**src/rtl/led_enc_pkg.sv**
```systemverilog
package led_enc_pkg;

    localparam int FRAME_TICKS = 10;
    localparam int LOW_TICKS   = 3;
    localparam int LEAD_TICKS  = 2;
    localparam int PIX_W       = 24;
    localparam int PH_W        = $clog2(FRAME_TICKS);
    localparam int BIT_W       = $clog2(PIX_W);

    typedef enum logic {
        ST_IDLE = 1'b0,
        ST_SEND = 1'b1
    } enc_state_e;

    // Line level for a given tick inside a frame and the data bit carried.
    function automatic logic frame_level(input logic [PH_W-1:0] phase,
                                         input logic            data_bit);
        if (phase < PH_W'(LOW_TICKS))
            return 1'b0;
        else if (phase < PH_W'(LOW_TICKS + LEAD_TICKS))
            return 1'b1;
        else
            return data_bit;
    endfunction

endpackage

```
**src/rtl/led_tick_gen.sv**
```systemverilog
module led_tick_gen #(
    parameter int DIV_W = 16
) (
    input  logic             clk,
    input  logic             rst_n,
    input  logic             clr,
    input  logic [DIV_W-1:0] div_cfg,
    output logic             tick
);

    typedef struct packed {
        logic [DIV_W-1:0] cnt;
    } tick_reg_t;

    tick_reg_t r_q, r_d;

    assign tick = !clr && (r_q.cnt == div_cfg);

    always_comb begin
        r_d = r_q;
        if (clr || r_q.cnt == div_cfg)
            r_d.cnt = '0;
        else
            r_d.cnt = r_q.cnt + 1'b1;
    end

    always_ff @(posedge clk) begin
        if (!rst_n)
            r_q <= '0;
        else
            r_q <= r_d;
    end

endmodule

```
**src/rtl/led_bit_shifter.sv**
```systemverilog
module led_bit_shifter
    import led_enc_pkg::*;
(
    input  logic             clk,
    input  logic             rst_n,
    input  logic             tick,
    input  logic [PIX_W-1:0] pix_data,
    input  logic             pix_valid,
    output logic             pix_ready,
    output logic             busy,
    output logic             line_out
);

    localparam logic [PH_W-1:0]  PH_LAST  = PH_W'(FRAME_TICKS - 1);
    localparam logic [BIT_W-1:0] BIT_LAST = BIT_W'(PIX_W - 1);

    typedef struct packed {
        enc_state_e       state;
        logic [PIX_W-1:0] shift;
        logic [PH_W-1:0]  phase;
        logic [BIT_W-1:0] bitno;
        logic             line;
    } shf_reg_t;

    shf_reg_t r_q, r_d;
    logic     last_tick;
    logic     take;

    assign last_tick = (r_q.state == ST_SEND) && tick &&
                       (r_q.phase == PH_LAST) && (r_q.bitno == BIT_LAST);
    assign pix_ready = (r_q.state == ST_IDLE) || last_tick;
    assign take      = pix_ready && pix_valid;
    assign busy      = (r_q.state == ST_SEND);
    assign line_out  = r_q.line;

    always_comb begin
        r_d = r_q;
        r_d.line = (r_q.state == ST_SEND) &&
                   frame_level(r_q.phase, r_q.shift[PIX_W-1]);
        if (r_q.state == ST_IDLE) begin
            if (take) begin
                r_d.state = ST_SEND;
                r_d.shift = pix_data;
                r_d.phase = '0;
                r_d.bitno = '0;
            end
        end else if (tick) begin
            if (r_q.phase == PH_LAST) begin
                r_d.phase = '0;
                if (r_q.bitno == BIT_LAST) begin
                    r_d.bitno = '0;
                    if (take)
                        r_d.shift = pix_data;
                    else
                        r_d.state = ST_IDLE;
                end else begin
                    r_d.shift = {r_q.shift[PIX_W-2:0], 1'b0};
                    r_d.bitno = r_q.bitno + 1'b1;
                end
            end else begin
                r_d.phase = r_q.phase + 1'b1;
            end
        end
    end

    always_ff @(posedge clk) begin
        if (!rst_n) begin
            r_q       <= '0;
            r_q.state <= ST_IDLE;
        end else begin
            r_q <= r_d;
        end
    end

    AST_ACCEPT_STARTS_FRAME: assert property (@(posedge clk) disable iff (!rst_n)
        (pix_valid && pix_ready) |=> (busy && r_q.phase == '0 && r_q.bitno == '0));

    AST_PHASE_HOLDS: assert property (@(posedge clk) disable iff (!rst_n)
        (busy && !tick) |=> $stable(r_q.phase));

endmodule

```
**src/rtl/led_latch_timer.sv**
```systemverilog
module led_latch_timer #(
    parameter int LATCH_W = 16
) (
    input  logic               clk,
    input  logic               rst_n,
    input  logic               busy,
    input  logic [LATCH_W-1:0] latch_cfg,
    output logic               latched
);

    typedef struct packed {
        logic [LATCH_W-1:0] cnt;
    } lat_reg_t;

    lat_reg_t r_q, r_d;

    assign latched = !busy && (r_q.cnt >= latch_cfg);

    always_comb begin
        r_d = r_q;
        if (busy)
            r_d.cnt = '0;
        else if (r_q.cnt != '1)
            r_d.cnt = r_q.cnt + 1'b1;
    end

    always_ff @(posedge clk) begin
        if (!rst_n)
            r_q <= '0;
        else
            r_q <= r_d;
    end

endmodule

```
**src/rtl/led_line_encoder.sv**
```systemverilog
module led_line_encoder
    import led_enc_pkg::*;
#(
    parameter int DIV_W   = 16,
    parameter int LATCH_W = 16
) (
    input  logic               clk,
    input  logic               rst_n,
    input  logic [DIV_W-1:0]   div_cfg,
    input  logic [LATCH_W-1:0] latch_cfg,
    input  logic [PIX_W-1:0]   pix_data,
    input  logic               pix_valid,
    output logic               pix_ready,
    output logic               line_out,
    output logic               busy,
    output logic               latched
);

    logic tick;

    led_tick_gen #(.DIV_W(DIV_W)) u_tick (
        .clk     (clk),
        .rst_n   (rst_n),
        .clr     (!busy),
        .div_cfg (div_cfg),
        .tick    (tick)
    );

    led_bit_shifter u_shift (
        .clk       (clk),
        .rst_n     (rst_n),
        .tick      (tick),
        .pix_data  (pix_data),
        .pix_valid (pix_valid),
        .pix_ready (pix_ready),
        .busy      (busy),
        .line_out  (line_out)
    );

    led_latch_timer #(.LATCH_W(LATCH_W)) u_latch (
        .clk       (clk),
        .rst_n     (rst_n),
        .busy      (busy),
        .latch_cfg (latch_cfg),
        .latched   (latched)
    );

    AST_IDLE_LINE_LOW: assert property (@(posedge clk) disable iff (!rst_n)
        (!busy && $past(!busy)) |-> !line_out);

    AST_LATCH_ONLY_IDLE: assert property (@(posedge clk) disable iff (!rst_n)
        busy |-> !latched);

    AST_RISE_WHILE_BUSY: assert property (@(posedge clk) disable iff (!rst_n)
        $rose(line_out) |-> busy);

endmodule

```
**config.mk**
```make
export PLATFORM = sky130hd
export DESIGN_NAME = led_line_encoder
export DESIGN_NICKNAME = d
export VERILOG_FILES = /design/src/rtl/led_enc_pkg.sv /design/src/rtl/led_tick_gen.sv /design/src/rtl/led_bit_shifter.sv /design/src/rtl/led_latch_timer.sv /design/src/rtl/led_line_encoder.sv
export SDC_FILE = /design/constraint.sdc
export NUM_CORES = 1
export LEC_CHECK = 0
export ABC_AREA = 1
export CAP_MARGIN = 20
export CORE_MARGIN = 4
export CORE_UTILIZATION = 45
export DETAILED_ROUTE_END_ITERATION = 10
export PLACE_DENSITY_LB_ADDON = 0.2
export SYNTH_ARGS = -nofsm -noshare
export SYNTH_HDL_FRONTEND = slang
export SYNTH_HIERARCHICAL = 1
export SYNTH_SLANG_ARGS = --single-unit
```
**constraint.sdc**
```tcl
create_clock -name clk -period 1.8 [get_ports clk]
set_clock_uncertainty 0.1 [all_clocks]
set_input_delay 0.27 -clock clk [delete_from_list [all_inputs] [get_ports clk]]
set_output_delay 0.27 -clock clk [all_outputs]
set_load 0.01 [all_outputs]
```
Word-level counts from Yosys, hierarchy flattened
Cells that the tools add are included.
{ "totals": {"out_inout_bits": 4, "input_bits": 59, "regBits": 67, "wordCells": 52} }
{ "op_classes": {"bitwise_logic": 2, "n_mux": 13, "reduce_logical": 16, "n_lt_le_gt_ge": 3, "add_sub_neg": 4, "n_eq_ne": 7} }
{ "ops": {"columns": ["op", "count"], "rows": [
  ["34-bit 2-to-1 mux", 3],
  ["24-bit 2-to-1 mux", 2],
  ["16-bit by 1-bit adder with 16-bit output (second input constant)", 2],
  ["25-bit 2-to-1 mux", 1],
  ["16-bit equality test", 1],
  ["16-bit >= comparator", 1],
  ["16-bit != test (second input constant)", 1],
  ["5-bit 2-to-1 mux", 2],
  ["1-bit logical AND", 7],
  ["5-bit by 1-bit adder with 5-bit output (second input constant)", 1],
  ["5-bit equality test (second input constant)", 1],
  ["4-bit by 1-bit adder with 4-bit output (second input constant)", 1],
  ["4-bit equality test (second input constant)", 1],
  ["4-bit by 2-bit < comparator with 1-bit output (second input constant)", 1],
  ["4-bit by 3-bit < comparator with 1-bit output (second input constant)", 1],
  ["1-bit 2-to-1 mux", 4],
  ["4-bit 2-to-1 mux", 1],
  ["4-bit AND reduction", 1],
  ["2-bit OR reduction", 2],
  ["3-bit != test (second input constant)", 1],
  ["3-bit AND reduction", 1],
  ["1-bit logical OR", 2],
  ["2-bit by 1-bit != test with 1-bit output (second input constant)", 1],
  ["2-bit != test (second input constant)", 1],
  ["4 further kinds", 5]
]} }

Longest topological paths before layout
{ "depth": {"ltp_word": 12, "mapped_depth": 16, "depth_no_buf": 15} }

By module
The synthesis kept the hierarchy.
{ "modules_own_cells": {"columns": ["module", "n_inst", "seq_area_each_um2", "area_per_inst_um2", "cells_per_inst"], "rows": [
  ["led_bit_shifter", 1, 700.7, 1981.9, 316],
  ["led_latch_timer", 1, 320.3, 1293.7, 196],
  ["led_tick_gen", 1, 320.3, 1111.1, 184],
  ["led_line_encoder", 1, 0.0, 3.8, 1]
]} }

Worst setup path after synthesis
OpenSTA, ideal clock, no wires.
{ "synth_path": {"kind": "reg2reg", "startpoint": "register u_tick/r_q[10] (netlist bit)", "endpoint": "register u_shift/r_q[11] (netlist bit)", "setup_time_ps": 111, "synth_period_minus_slack_ps": 1999, "arrival_ps": 1787, "required_ps": 1589, "path_stages_with_launch": 16, "path_slack_ps": -199, "n_path_buf": 2, "cell_sequence": "dfxtp_1 > inv_2 > nand2_1 > nand2_1 > nor2_1 > nand2_1 > nor2_2 > nand2_2 > nor2_1 > nand2_2 > o21bai_2 > nand2_1 > buf_6 > buf_6 > nor2_1 > nor2_1"} }
{ "synth_via": {"elab_chain_cells": 9, "elab_cells_between_ends": 11, "cone_classes": "eq/ne: 3; reduce/logical: 8"} }
{ "synth_lines": {"columns": ["element", "line_no", "rtl"], "rows": [
  ["start, declared", "led_tick_gen.sv:15", "tick_reg_t r_q, r_d;"],
  ["start signal, assigned", "led_tick_gen.sv:31", "r_q <= r_d;"],
  ["16-bit equality test (*)", "led_tick_gen.sv:17", "assign tick = !clr && (r_q.cnt == div_cfg);"],
  ["1-bit logical AND (*)", "led_tick_gen.sv:17", null],
  ["via tick", "led_line_encoder.sv:19", "logic tick;"],
  ["1-bit logical AND (2 in a row)", "led_bit_shifter.sv:29", "assign last_tick = (r_q.state == ST_SEND) && tick &&"],
  ["1-bit logical AND", "led_bit_shifter.sv:30", "(r_q.phase == PH_LAST) && (r_q.bitno == BIT_LAST);"],
  ["1-bit logical OR", "led_bit_shifter.sv:31", "assign pix_ready = (r_q.state == ST_IDLE) || last_tick;"],
  ["1-bit logical AND", "led_bit_shifter.sv:32", "assign take = pix_ready && pix_valid;"],
  ["3-bit != test (no source line) / 2-bit nonzero test (equally long branches)", null, null],
  ["4-bit AND reduction (no source line) (*)", null, null],
  ["end signal, assigned", "led_bit_shifter.sv:71", "r_q <= r_d;"],
  ["end, declared", "led_bit_shifter.sv:25", "shf_reg_t r_q, r_d;"]
]} }
Mark *: on every way through the listed nets, which the timed path passes. The rest lies on a longest branch.
A chain may end at the register's enable or synchronous reset.

Final worst setup path
{ "layout_path": {"startpoint": "register u_tick/r_q[7] (netlist bit)", "endpoint": "output pix_ready"} }
{ "layout_via": {"elab_chain_cells": 6} }
{ "layout_lines": {"columns": ["element", "line_no", "rtl"], "rows": [
  ["16-bit equality test", "led_tick_gen.sv:17", null],
  ["1-bit logical AND", "led_tick_gen.sv:17", null],
  ["via tick", "led_line_encoder.sv:19", null],
  ["1-bit logical AND (2 in a row)", "led_bit_shifter.sv:29", null],
  ["1-bit logical AND", "led_bit_shifter.sv:30", null],
  ["1-bit logical OR", "led_bit_shifter.sv:31", null],
  ["end, declared", "led_line_encoder.sv:13", "output logic pix_ready,"]
]} }
The timed path passes the listed nets, and every way through them passes these cells.

==> results.json <==
{
  "outcome": "finished with violations",
  "violations": "negative setup slack",
  "postCtsHoldBufs": 0,
  "ys_warn_count": 6,
  "grt_pass1_wl_um": 17700,
  "worst_slew_margin_rel_pct": 79.8,
  "cts_sinks": 67,
  "final-hold-violation-count": 0,
  "synth_area_sq_um": 4390,
  "leakagePower_nw": 3.05,
  "muxShareOfSynthArea_pct": 0,
  "yosysUniqueCellTypes": 35,
  "yosys.area_share.simple_pct": 41.9,
  "finalSetupTns_ns": -9.98,
  "diodes": 0,
  "power.total_mw": 3.66,
  "worst_hold_slack_ns": 0.396,
  "die_h_um": 107,
  "grt_pass1_vias": 4076,
  "die_w_um": 107,
  "numCtsBuffers": 9,
  "synth_top_family_by_area": "simple AND/OR/NAND/NOR gates",
  "max_cap_viol_count": 0,
  "ys_seq_area_share_pct": 30.6,
  "clockBufferDepth": 2,
  "hp-class": "reg2reg",
  "h-tree-depth": 3,
  "start_kind": "flip-flop",
  "area_growth_pct": 44.9,
  "drive_above_1_share_pct": 26.2,
  "drt-initial-drc-count": 200,
  "drt-wirelength-per-cell_um": 11.6,
  "ant_nets": 0,
  "syn_nets": 778,
  "drv_slew": 0,
  "clkLatencyLatePin_ns": 0.35,
  "io_buffer_count": 62,
  "critPathKind": "reg2out",
  "netlist_top_cells_area": "dfxtp_1 (31%), nand2_1 (17%), inv_1 (9.2%)",
  "fmax_ghz": 0.460,
  "power.density_nw_per_um2": 575,
  "layout_setup_ws_ns": -0.375,
  "cp_max_fo": 3,
  "synth-xor-area-share_pct": 2.99,
  "start_util_pct": 46.8,
  "clk_pin_slew_ns": 0.07,
  "dieArea_sq_um": 11400,
  "critical_path_arrival_ns": 1.80,
  "cts_tree": "done",
  "vias": 4615,
  "overflow": 0,
  "period_share_pct": 121,
  "synth_compound_area_share_pct": 5.24,
  "avgSynthCellArea_sq_um": 6.30,
  "cts_root_buf": "clkbuf_8",
  "core_area_sq_um": 9370,
  "ios": 63,
  "pre_cts_slack_ns": -0.918,
  "synthCells": 697,
  "synthAdderAreaFrac_pct": 6.27,
  "grt_max_degree": 25,
  "final_nets": 920,
  "peakVddDrop_mv": 0.338,
  "synth_top_area_share_pct": 30.6,
  "end_kind": "output pin",
  "required_ns": 1.43,
  "wirelength_um": 11300,
  "track_usage_pct": 18.6,
  "std_cell_rows": 35,
  "drc_errors": 0,
  "antenna_found_initial": 0,
  "ys_ff_latch": 67,
  "dr.pass1.iters": 5,
  "hpwlAfterDp_um": 7430,
  "min_period_ns": 2.17,
  "final-setup-viol-count": 35,
  "worst_pin_slew_ns": 0.300,
  "yosysTopAreaCell": "dfxtp_1",
  "rsz0062_at_grt": "true",
  "vias_per_cell": 4.74,
  "gp_congestion": 0.901
}
state kept, by name (all words and copies together) (netlist names):
signal	flops
u_shift/r_q	33
u_latch/r_q	16
u_tick/r_q	16
u_shift/busy	1
u_shift/line_out	1
worst paths after layout:
| path | startpoint | end | slack [ns] | depth (start not counted) |
|---|---|---|---|---|
| max | u_tick/r_q[7] | pix_ready | -0.37 | 13 |
| min | u_shift/r_q[33] | u_shift/line_out | 0.40 | 2 |
| max reg2reg | u_tick/r_q[7] | u_shift/r_q[27] | -0.37 | 17 |
| min reg2reg | u_shift/r_q[33] | u_shift/line_out | 0.40 | 2 |
power breakdown:
group          internal [mW]  switching [mW]  total [mW]
Clock                  0.905           0.618        1.52
Sequential              1.53          0.0268        1.56
Combinational          0.304           0.278       0.582
layer usage:
metal	vias to the layer above	global-route usage, %	wire length (um)	part of all wire [%]
met1	2067	23.9	4910	43
met5	-	0	0	0
met3	16	3.73	537	4.7
met2	103	31.9	5670	50
li1	2429	-	-	-
met4	0	4.57	193	1.7
timing repair:
item	CTS	global route
endpoints found under the setup margin	36	40
buffers inserted	5	3
pin swaps	39	27
gates resized for setup	64	46
cloned	1	5
cell families (layout without fill, tap and decap cells):
kind of cell             count (synthesis)  count (layout)
AND/OR/NAND/NOR                        421             422
adder cells (fa/ha/maj)                 22              22
AO/OA/AOI/OAI                           40              40
XOR/XNOR                                15              15
flip-flops                              67              67
buffers and inverters                  132             278
Yosys cell counts:
| cell type | instances |
|---|---|
| or3_1 | 1 |
| nor3_1 | 8 |
| inv_2 | 4 |
| nor2_4 | 5 |
| nor2_2 | 15 |
| nand2_2 | 5 |
| xor2_1 | 13 |
| or2_0 | 2 |
| nand3_4 | 1 |
| xnor2_1 | 2 |
| nand4_1 | 6 |
| clkinv_1 | 1 |
| ha_1 | 22 |
| a21oi_1 | 15 |
| nand3_1 | 67 |
| buf_12 | 1 |
| nand2_4 | 3 |
| buf_2 | 6 |
| o21bai_1 | 2 |
| a31oi_1 | 7 |
| o21ai_0 | 9 |
| nor2_1 | 104 |
| inv_1 | 108 |
| o21ai_1 | 2 |
| dfxtp_1 | 67 |
| buf_6 | 7 |
| a211oi_1 | 1 |
| o21bai_2 | 1 |
| or2_2 | 2 |
| and3_1 | 1 |
| clkbuf_1 | 5 |
| nand3_2 | 2 |
| a21o_1 | 1 |
| o21a_1 | 2 |
| nand2_1 | 199 |
critical path: stages (launching register included):
cell     delay [ns]
dfxtp_2        0.35
inv_2          0.04
nand2_1        0.04
nand2_1        0.05
nor2_1         0.13
nand2_1        0.08
nor2_2         0.12
nand2_2        0.09
nor2_4         0.12
nand2_2        0.09
nor2_4         0.10
nand2_2        0.06
nand2_2        0.09
buf_6          0.10
cell type report:
| class | count | area, sq um |
|---|---|---|
| Multi-Input combinational cell | 499 | 2770 |
| Sequential cell | 67 | 1360 |
| Tap cell | 129 | 161 |
| Inverter | 113 | 427 |
| Timing Repair Buffer | 149 | 1390 |
| Clock buffer | 11 | 163 |
| Clock inverter | 5 | 81.3 |
| Fill cell | 822 | 3010 |
metrics by stage:
step | std cells | cell area (sq um) | utilization [%]
6_report | 973 | 6360 | 67.9
5_1_grt | 973 | 6360 | 67.9
4_1_cts | 966 | 6080 | 64.9
3_5_place_dp | 944 | 5660 | 60.4
3_3_place_gp | 944 | 5660 | 60.4
2_1_floorplan | 697 | 4440 | -
cell usage in the layout, fill, tap and decap left out, drive strengths merged, types with 2 or more instances in the layout:
| cell type | netlist | layout |
|---|---|---|
| o21ai | 11 | 11 |
| a21oi | 15 | 15 |
| bufinv | 0 | 2 |
| xor2 | 13 | 13 |
| or2 | 4 | 4 |
| dlygate4sd2 | 0 | 21 |
| clkbuf | 5 | 14 |
| buf | 14 | 86 |
| nor2 | 124 | 124 |
| clkdlybuf4s50 | 0 | 35 |
| ha | 22 | 22 |
| nand4 | 6 | 6 |
| dlymetal6s2s | 0 | 4 |
| dfxtp | 67 | 67 |
| a31oi | 7 | 7 |
| inv | 112 | 113 |
| nand2 | 207 | 208 |
| o21bai | 3 | 3 |
| o21a | 2 | 2 |
| nor3 | 8 | 8 |
| xnor2 | 2 | 2 |
| nand3 | 70 | 70 |
| clkinv | 1 | 2 |
(Power assumes the default switching activity.)
